===== config.mk =====
export PLATFORM = sky130hd
export DESIGN_NAME = scanline_irq_unit
export DESIGN_NICKNAME = d
export VERILOG_FILES = /design/src/rtl/slirq_pkg.sv /design/src/rtl/slirq_line_track.sv /design/src/rtl/slirq_ctrl_regs.sv /design/src/rtl/scanline_irq_unit.sv
export SDC_FILE = /design/constraint.sdc
export NUM_CORES = 1
export LEC_CHECK = 0
export BUFFER_PORTS_ARGS = -buffer_cell sky130_fd_sc_hd__buf_2
export CAP_MARGIN = 10
export CORE_UTILIZATION = 40
export CTS_BUF_LIST = sky130_fd_sc_hd__clkbuf_4 sky130_fd_sc_hd__clkbuf_8
export CTS_CLUSTER_SIZE = 8
export DETAILED_ROUTE_END_ITERATION = 8
export GPL_ROUTABILITY_DRIVEN = 0
export SYNTH_ARGS = -nofsm -noshare
export SYNTH_HDL_FRONTEND = slang
export SYNTH_SLANG_ARGS = --single-unit

===== constraint.sdc =====
create_clock -name clk -period 2.3 [get_ports clk]
set_clock_uncertainty 0.1 [all_clocks]
set_input_delay 0.345 -clock clk [delete_from_list [all_inputs] [get_ports clk]]
set_output_delay 0.345 -clock clk [all_outputs]
set_load 0.005 [all_outputs]

===== src/rtl/slirq_pkg.sv =====
package slirq_pkg;
   // Status byte layout shared by the register block and its checks
   localparam int unsigned PEND_BIT  = 7;
   localparam int unsigned FRAME_BIT = 6;
   localparam int unsigned EN_BIT    = 7;

   typedef struct packed {
      logic pend;
      logic frame;
   } slirq_status_t;

   function automatic logic [7:0] pack_status(input slirq_status_t s);
      logic [7:0] v;
      v = '0;
      v[PEND_BIT]  = s.pend;
      v[FRAME_BIT] = s.frame;
      return v;
   endfunction
endpackage


===== src/rtl/slirq_line_track.sv =====
module slirq_line_track #(
   parameter int unsigned LINE_W = 8
) (
   input  logic              clk,
   input  logic              rst_n,
   input  logic              line_start,
   input  logic              in_frame,
   input  logic [LINE_W-1:0] target,
   output logic              match,
   output logic              frame_act,
   output logic [LINE_W-1:0] line_cnt
);
   localparam logic [LINE_W-1:0] CNT_MAX = {LINE_W{1'b1}};

   generate
      if (LINE_W < 2 || LINE_W > 16) begin : g_bad_w
         $error("slirq_line_track: LINE_W out of range");
      end
   endgenerate

   logic [LINE_W-1:0] cnt_next;

   always_comb begin
      cnt_next = (line_cnt == CNT_MAX) ? line_cnt : line_cnt + 1'b1;
      match    = frame_act && in_frame && line_start &&
                 (target != '0) && (line_cnt != CNT_MAX) && (cnt_next == target);
   end

   always_ff @(posedge clk) begin
      if (!rst_n || !in_frame) begin
         frame_act <= 1'b0;
         line_cnt  <= '0;
      end else if (line_start) begin
         if (!frame_act) begin
            frame_act <= 1'b1;
            line_cnt  <= '0;
         end else begin
            line_cnt  <= cnt_next;
         end
      end
   end


   frame_end_clears_chk: assert property (@(posedge clk) disable iff (!rst_n)
      !in_frame |=> (line_cnt == '0) && !frame_act);


   zero_target_no_match_chk: assert property (@(posedge clk) disable iff (!rst_n)
      match |-> (target != '0));


   first_line_zero_chk: assert property (@(posedge clk) disable iff (!rst_n)
      (in_frame && line_start && !frame_act) |=> (line_cnt == '0) && frame_act);
endmodule


===== src/rtl/slirq_ctrl_regs.sv =====
module slirq_ctrl_regs
   import slirq_pkg::*;
#(
   parameter int unsigned ADDR_W      = 16,
   parameter int unsigned DATA_W      = 8,
   parameter int unsigned LINE_W      = 8,
   parameter logic [ADDR_W-1:0] TARGET_ADDR = 16'h5203,
   parameter logic [ADDR_W-1:0] STATUS_ADDR = 16'h5204
) (
   input  logic              clk,
   input  logic              rst_n,
   input  logic [ADDR_W-1:0] cpu_addr,
   input  logic [DATA_W-1:0] cpu_wdata,
   input  logic              cpu_rd,
   input  logic              cpu_wr,
   output logic [DATA_W-1:0] cpu_rdata,
   input  logic              match,
   input  logic              frame_act,
   output logic [LINE_W-1:0] target,
   output logic              en_q,
   output logic              pend_q
);
   generate
      if (DATA_W < 8) begin : g_bad_dw
         $error("slirq_ctrl_regs: DATA_W must be at least 8");
      end
      if (LINE_W > DATA_W) begin : g_bad_lw
         $error("slirq_ctrl_regs: LINE_W must fit in DATA_W");
      end
      if (TARGET_ADDR == STATUS_ADDR) begin : g_bad_map
         $error("slirq_ctrl_regs: register addresses collide");
      end
   endgenerate

   logic wr_tgt, wr_stat, rd_stat;
   slirq_status_t stat;

   always_comb begin
      wr_tgt     = cpu_wr && (cpu_addr == TARGET_ADDR);
      wr_stat    = cpu_wr && (cpu_addr == STATUS_ADDR);
      rd_stat    = cpu_rd && (cpu_addr == STATUS_ADDR);
      stat.pend  = pend_q;
      stat.frame = frame_act;
      cpu_rdata  = '0;
      if (rd_stat) cpu_rdata[7:0] = pack_status(stat);
   end

   always_ff @(posedge clk) begin
      if (!rst_n) begin
         target <= '0;
         en_q   <= 1'b0;
         pend_q <= 1'b0;
      end else begin
         if (wr_tgt)  target <= cpu_wdata[LINE_W-1:0];
         if (wr_stat) en_q   <= cpu_wdata[EN_BIT];
         if (match)        pend_q <= 1'b1;
         else if (rd_stat) pend_q <= 1'b0;
      end
   end


   match_sets_pend_chk: assert property (@(posedge clk) disable iff (!rst_n)
      match |=> pend_q);


   ack_clears_pend_chk: assert property (@(posedge clk) disable iff (!rst_n)
      (rd_stat && !match) |=> !pend_q);


   enable_write_chk: assert property (@(posedge clk) disable iff (!rst_n)
      wr_stat |=> (en_q == $past(cpu_wdata[EN_BIT])));


   disable_keeps_pend_chk: assert property (@(posedge clk) disable iff (!rst_n)
      (wr_stat && !cpu_wdata[EN_BIT] && pend_q && !cpu_rd) |=> pend_q);
endmodule


===== src/rtl/scanline_irq_unit.sv =====
module scanline_irq_unit #(
   parameter int unsigned ADDR_W      = 16,
   parameter int unsigned DATA_W      = 8,
   parameter int unsigned LINE_W      = 8,
   parameter logic [ADDR_W-1:0] TARGET_ADDR = 16'h5203,
   parameter logic [ADDR_W-1:0] STATUS_ADDR = 16'h5204,
   parameter bit IRQ_REG = 1'b0
) (
   input  logic              clk,
   input  logic              rst_n,
   input  logic [ADDR_W-1:0] cpu_addr,
   input  logic [DATA_W-1:0] cpu_wdata,
   input  logic              cpu_rd,
   input  logic              cpu_wr,
   output logic [DATA_W-1:0] cpu_rdata,
   input  logic              line_start,
   input  logic              in_frame,
   output logic              irq_n
);
   logic              match, frame_act, en_q, pend_q;
   logic [LINE_W-1:0] line_cnt, target;

   slirq_line_track #(.LINE_W(LINE_W)) u_track (
      .clk(clk), .rst_n(rst_n), .line_start(line_start), .in_frame(in_frame),
      .target(target), .match(match), .frame_act(frame_act), .line_cnt(line_cnt)
   );

   slirq_ctrl_regs #(
      .ADDR_W(ADDR_W), .DATA_W(DATA_W), .LINE_W(LINE_W),
      .TARGET_ADDR(TARGET_ADDR), .STATUS_ADDR(STATUS_ADDR)
   ) u_regs (
      .clk(clk), .rst_n(rst_n), .cpu_addr(cpu_addr), .cpu_wdata(cpu_wdata),
      .cpu_rd(cpu_rd), .cpu_wr(cpu_wr), .cpu_rdata(cpu_rdata),
      .match(match), .frame_act(frame_act),
      .target(target), .en_q(en_q), .pend_q(pend_q)
   );

   generate
      if (IRQ_REG) begin : g_irq_ff
         // Registered variant: one extra cycle of latency, glitch-free pin
         always_ff @(posedge clk) begin
            if (!rst_n) irq_n <= 1'b1;
            else        irq_n <= !(pend_q && en_q);
         end
      end else begin : g_irq_comb
         // Default variant: the pin follows the flag registers directly
         assign irq_n = !(pend_q && en_q);
      end
   endgenerate


   reenable_fires_chk: assert property (@(posedge clk) disable iff (!rst_n)
      (!IRQ_REG && pend_q && $rose(en_q)) |-> !irq_n);


   reset_irq_high_chk: assert property (@(posedge clk)
      $past(!rst_n) |-> irq_n);
endmodule


# After elaboration in Yosys (flattened, before gate mapping)
# Cells that the tools add are included.
[totals] reg_bits=19 inputBits=30 out_inout_bits=9 elab_cells=31
[op_classes] addsub=1 eq_ne=5 n_mux=5 reduce_logical=15
[ops] cell="$eq A16 B15 Y1 const B" n=2
[ops] cell="$mux W8" n=3
[ops] cell="$logic_and A1 B1 Y1" n=9
[ops] cell="$add A8 B1 Y8 const B" n=1
[ops] cell="$eq A8 B8 Y1" n=1
[ops] cell="$eq A8 B8 Y1 const B" n=1
[ops] cell="$ne A8 B8 Y1 const B" n=1
[ops] cell="$reduce_bool A8 Y1" n=1
[ops] cell="$logic_not A1 Y1" n=3
[ops] cell="$mux W1" n=2
[ops] cell="$reduce_bool A2 Y1" n=1
[ops] cell="$logic_or A1 B1 Y1" n=1

# Longest topological paths before layout
[depth] ltp_word=6 ltp_mapped=8 depth_no_buf=6

# Cells and area by module
# Synthesis repeated with hierarchy kept, for this count alone.
[hier_totals] hier_cells=172 area_unflattened_um2=1431.4
[modules_own_cells] module="slirq_line_track" n_inst=1 cells_per_inst=108 area_per_inst_um2=844.6 seq_area_each_um2=180.2
[modules_own_cells] module="slirq_ctrl_regs" n_inst=1 cells_per_inst=63 area_per_inst_um2=583.1 seq_area_each_um2=200.2
[modules_own_cells] module="scanline_irq_unit" n_inst=1 cells_per_inst=1 area_per_inst_um2=3.8 seq_area_each_um2=0.0

# Least setup slack after synthesis
# OpenSTA, ideal clock, no wires.
[synth_path] path_kind="reg2reg" start="reg u_track.line_cnt[0]" end="reg u_regs.pend_q" setup_time_ps=84 arrival_time_ps=1889 required_time_ps=2116 slack_ps=226 path_stages_with_launch=7 n_path_buf=1 synth_period_minus_slack_ps=2074 path_cell_list="dfxtp_1 > ha_1 > buf_2 > or4_4 > a21o_1 > a2111o_1 > o31ai_2"
[synth_via] elab_chain_len=5 word_cells_on_any_way=9 classes_between="add/sub: 1; eq/ne: 3; mux: 2; reduce/logical: 3"
[synth_rtl] item="from (decl)" line_no="slirq_line_track.sv:11" source="output logic [LINE_W-1:0] line_cnt"
[synth_rtl] item="from (signal assigned)" line_no="slirq_line_track.sv:38" source="line_cnt <= cnt_next;"
[synth_rtl] item="$add A8 B1 Y8 or $eq A8 B8 Y1 (tied branches)" line_no="slirq_line_track.sv:24" source="cnt_next = (line_cnt == CNT_MAX) ? line_cnt : line_cnt + 1'b1;"
[synth_rtl] item="$mux W8" line_no="slirq_line_track.sv:24"
[synth_rtl] item="$eq A8 B8 Y1" line_no="slirq_line_track.sv:26" source="(target != '0) && (line_cnt != CNT_MAX) && (cnt_next == target);"
[synth_rtl] item="$logic_and A1 B1 Y1 *" line_no="slirq_line_track.sv:26"
[synth_rtl] item="$mux W1 or $reduce_bool A2 Y1 (tied branches)"
[synth_rtl] item="to (signal assigned)" line_no="slirq_ctrl_regs.sv:52" source="pend_q <= 1'b0;"
[synth_rtl] item="to (signal assigned)" line_no="slirq_ctrl_regs.sv:56" source="if (match) pend_q <= 1'b1;"
[synth_rtl] item="to (signal assigned)" line_no="slirq_ctrl_regs.sv:57" source="else if (rd_stat) pend_q <= 1'b0;"
[synth_rtl] item="to (decl)" line_no="slirq_ctrl_regs.sv:21" source="output logic pend_q"
# Every way passes the cells marked *; elsewhere a longest branch is shown, timed or not.
# A chain may end at the register's enable or synchronous reset.

# Worst setup path after layout
[layout_path] start="in cpu_addr[5]" end="out cpu_rdata[7]"
[layout_via] elab_chain_len=3
[layout_rtl] item="from (decl)" line_no="scanline_irq_unit.sv:11" source="input logic [ADDR_W-1:0] cpu_addr,"
[layout_rtl] item="$eq A16 B15 Y1" line_no="slirq_ctrl_regs.sv:41" source="rd_stat = cpu_rd && (cpu_addr == STATUS_ADDR);"
[layout_rtl] item="$logic_and A1 B1 Y1" line_no="slirq_ctrl_regs.sv:41"
[layout_rtl] item="$mux W8" line_no="slirq_ctrl_regs.sv:45" source="if (rd_stat) cpu_rdata[7:0] = pack_status(stat);"
[layout_rtl] item="to (decl)" line_no="scanline_irq_unit.sv:15" source="output logic [DATA_W-1:0] cpu_rdata,"
# Every way passes these cells.

==> flow_summary_export.csv <==
group,metric,value,unit
power,leakagePower,0.646,nW
critical_path,worstPathMaxFanout,3,
global_route,grt_max_degree,18,
global_route,grt_pass1_vias,1176,
detailed_routing,drc,0,
synthesis,synth_top_cell_by_area,"dfxtp_1",
synthesis,synth_ff_type,"dfxtp_1",
critical_path,cp-start-kind,"input pin",
critical_path,critPathMostFrequentCell,"buf_2",
critical_path,cpPeakStageDelay,0.53,ns
clock_tree,cts_sinks,19,
global_route,grt_pass1_wl,4960,um
placement,port_buffers,32,
detailed_routing,vias,1269,
placement,preCtsSetupSlack,0.113,ns
timing,drv_slew,0,
timing,setup_tns,0,ns
critical_path,path_class,"input pin to primary output",
timing,period_share,0.937,
synthesis,synth.cell_area,1280,sq um
timing,timing.final.crit_period,2.16,ns
power,power_density,374,nW/um^2
detailed_routing,postRouteAntennaNets,0,
layout,nFillCells,296,
clock_tree,cts-resized-gates,0,
critical_path,cp-end-kind,"primary output",
hold_path,hp-class,"input pin to flip-flop",
die,rows,20,
synthesis,ys_top_cells_by_count,"19 x dfxtp_1, 11 x nand2_1, 11 x nor2b_1, 10 x mux2i_1, 9 x nor2_1",
clock_tree,cts_buffer_depth,2,
die,core,3030,sq um
clock_tree,h-tree-depth,1,
detailed_routing,routed_wl,2990,um
detailed_routing,vias_per_cell,5.42,
flow_run,drv_cap,0,
synthesis,synth.most_common_cell,"dfxtp_1",
synthesis,seq_area_frac_synth,0.298,
critical_path,rrSetupSlack,0.17,ns
synthesis,synth-seq-cells,19,
clock_tree,cts-root-buf,"clkbuf_4",
power,power,567,uW
detailed_routing,wl_per_cell,12.8,um
detailed_routing,initialDrtViolationCount,35,
die,design.portCount,39,
synthesis,synthTopCellsByArea,"dfxtp_1 30%, mux2i_1 7.8%, nor2b_1 5.4%",
critical_path,crit_chain,"buf_2 -> or4_1 -> nor4_2 -> and3_1 -> and2_1 -> buf_2",
synthesis,synth_edf_count,0,
timing,setup_violations,0,
synthesis,netlist_instances,155,
die,die_x,58.5,um
global_route,grt_usage,0.189,
power,irDropWorstVdd,0.290,mV
layout,diodes,0,
layout,fin_nets,222,
global_route,grt-ovfl-total,0,
clock_tree,ctsHoldBuffers,0,
die,fp.dieH,58.5,um
detailed_routing,first_pass_iters,4,
synthesis,synth_warnings,0,
timing,fmax,464,MHz
placement,dpl.hpwl,2300,um
timing,hold_viol,0,
global_route,antenna_found_initial,0,
critical_path,cp.required,1.86,ns
synthesis,yosysUniqueCellTypes,46,
layout,syn2layout_area_growth,18.7,%
clock_tree,clock_latency,0.30,ns
timing,rsz0062_at_grt,"no",
layout,drive_gt1_frac,0.263,
outcome,outcome,"complete, no violations",
critical_path,slowest_stage,"or4_1",
synthesis,async_flop_share,0,
synthesis,yosysTopAreaCellShare,0.298,
synthesis,syn_area_per_cell,8.23,sq um
clock_tree,clk_pin_slew,0.10,ns
die,start_util,0.421,
clock_tree,cts_made_buffers,3,
die,dieArea,3420,sq um
critical_path,cp.arrival,1.71,ns
timing,fin_ws,0.144,ns
clock_tree,cts_tree,"built",
clock_tree,postCtsSetupBuffers,0,
-- power by group --
part           switching (mW)  internal [mW]  leakage (nW)
clock                   0.101         0.0794        0.0184
combinational          0.0274         0.0283         0.474
sequential           0.000567          0.330         0.153
total                   0.129          0.438         0.646
-- critical path: cells and delay by family --
| family | cells | cell delay, ns |
|---|---|---|
| buf+inv | 2 | 0.19 |
| simple gates | 4 | 1.17 |
-- layout make-up --
type / instances / area [sq um] / area share
Inverter: 3 / 11.3 / 0.00743
Tap cell: 44 / 55.1 / 0.0363
Timing Repair Buffer: 40 / 220 / 0.145
Clock buffer: 4 / 30.0 / 0.0198
Multi-Input combinational cell: 124 / 818 / 0.540
Sequential cell: 19 / 380 / 0.251
-- metrics by stage --
stage | cells | cell area, sq um | util | hold WS [ns]
after global placement | 230 | 1490 | 0.490 | 0.401
after global routing | 234 | 1520 | 0.500 | 0.200
after floorplan | 160 | 1290 | - | 0.384
after CTS | 234 | 1520 | 0.500 | 0.193
final | 234 | 1520 | 0.500 | 0.198
after detailed placement | 230 | 1490 | 0.490 | 0.404
-- kinds of logic after synthesis --
| family | synth area share |
|---|---|
| buffers and inverters | 0.0755 |
| XOR/XNOR | 0.0343 |
| adder cells (fa/ha/maj) | 0.00980 |
| flip-flops | 0.298 |
| multiplexers | 0.0784 |
| other | 0.00294 |
| AO/OA/AOI/OAI | 0.219 |
| AND/OR/NAND/NOR | 0.282 |
-- state kept, by name, summed over array words and instances, names as in the netlist --
register	count
u_regs.en_q	1
u_regs.pend_q	1
u_track.line_cnt	8
u_regs.target	8
u_track.frame_act	1
-- per-layer routing --
metal / global-route usage / up-vias / share of wire
met5: 0 / - / 0
met4: 0.102 / 0 / 0.018
met3: 0.0176 / 6 / 0.060
met2: 0.325 / 49 / 0.49
met1: 0.234 / 583 / 0.44
li1: - / 631 / -
-- layout by cell type, fill, tap and decap left out, types with 6 or more instances in the layout --
cell type	instances
a211oi_1	7
a21oi_1	8
buf_2	32
buf_4	8
conb_1	6
dfxtp_1	19
mux2i_1	10
nand2_1	11
nor2_1	9
nor2b_1	11
o21ai_0	6
-- final timing paths --
| path | from | depth (start not counted) | to |
|---|---|---|---|
| min | cpu_wdata[4] | 3 | u_regs.target[4]$_SDFFE_PN0P_ |
| min reg2reg | u_regs.pend_q$_SDFFE_PN0P_ | 2 | u_regs.pend_q$_SDFFE_PN0P_ |
| max reg2reg | u_track.line_cnt[1]$_SDFFE_PP0P_ | 5 | u_regs.pend_q$_SDFFE_PN0P_ |
| max | cpu_addr[5] | 6 | cpu_rdata[7] |
Power figures use the tool's default switching activity.
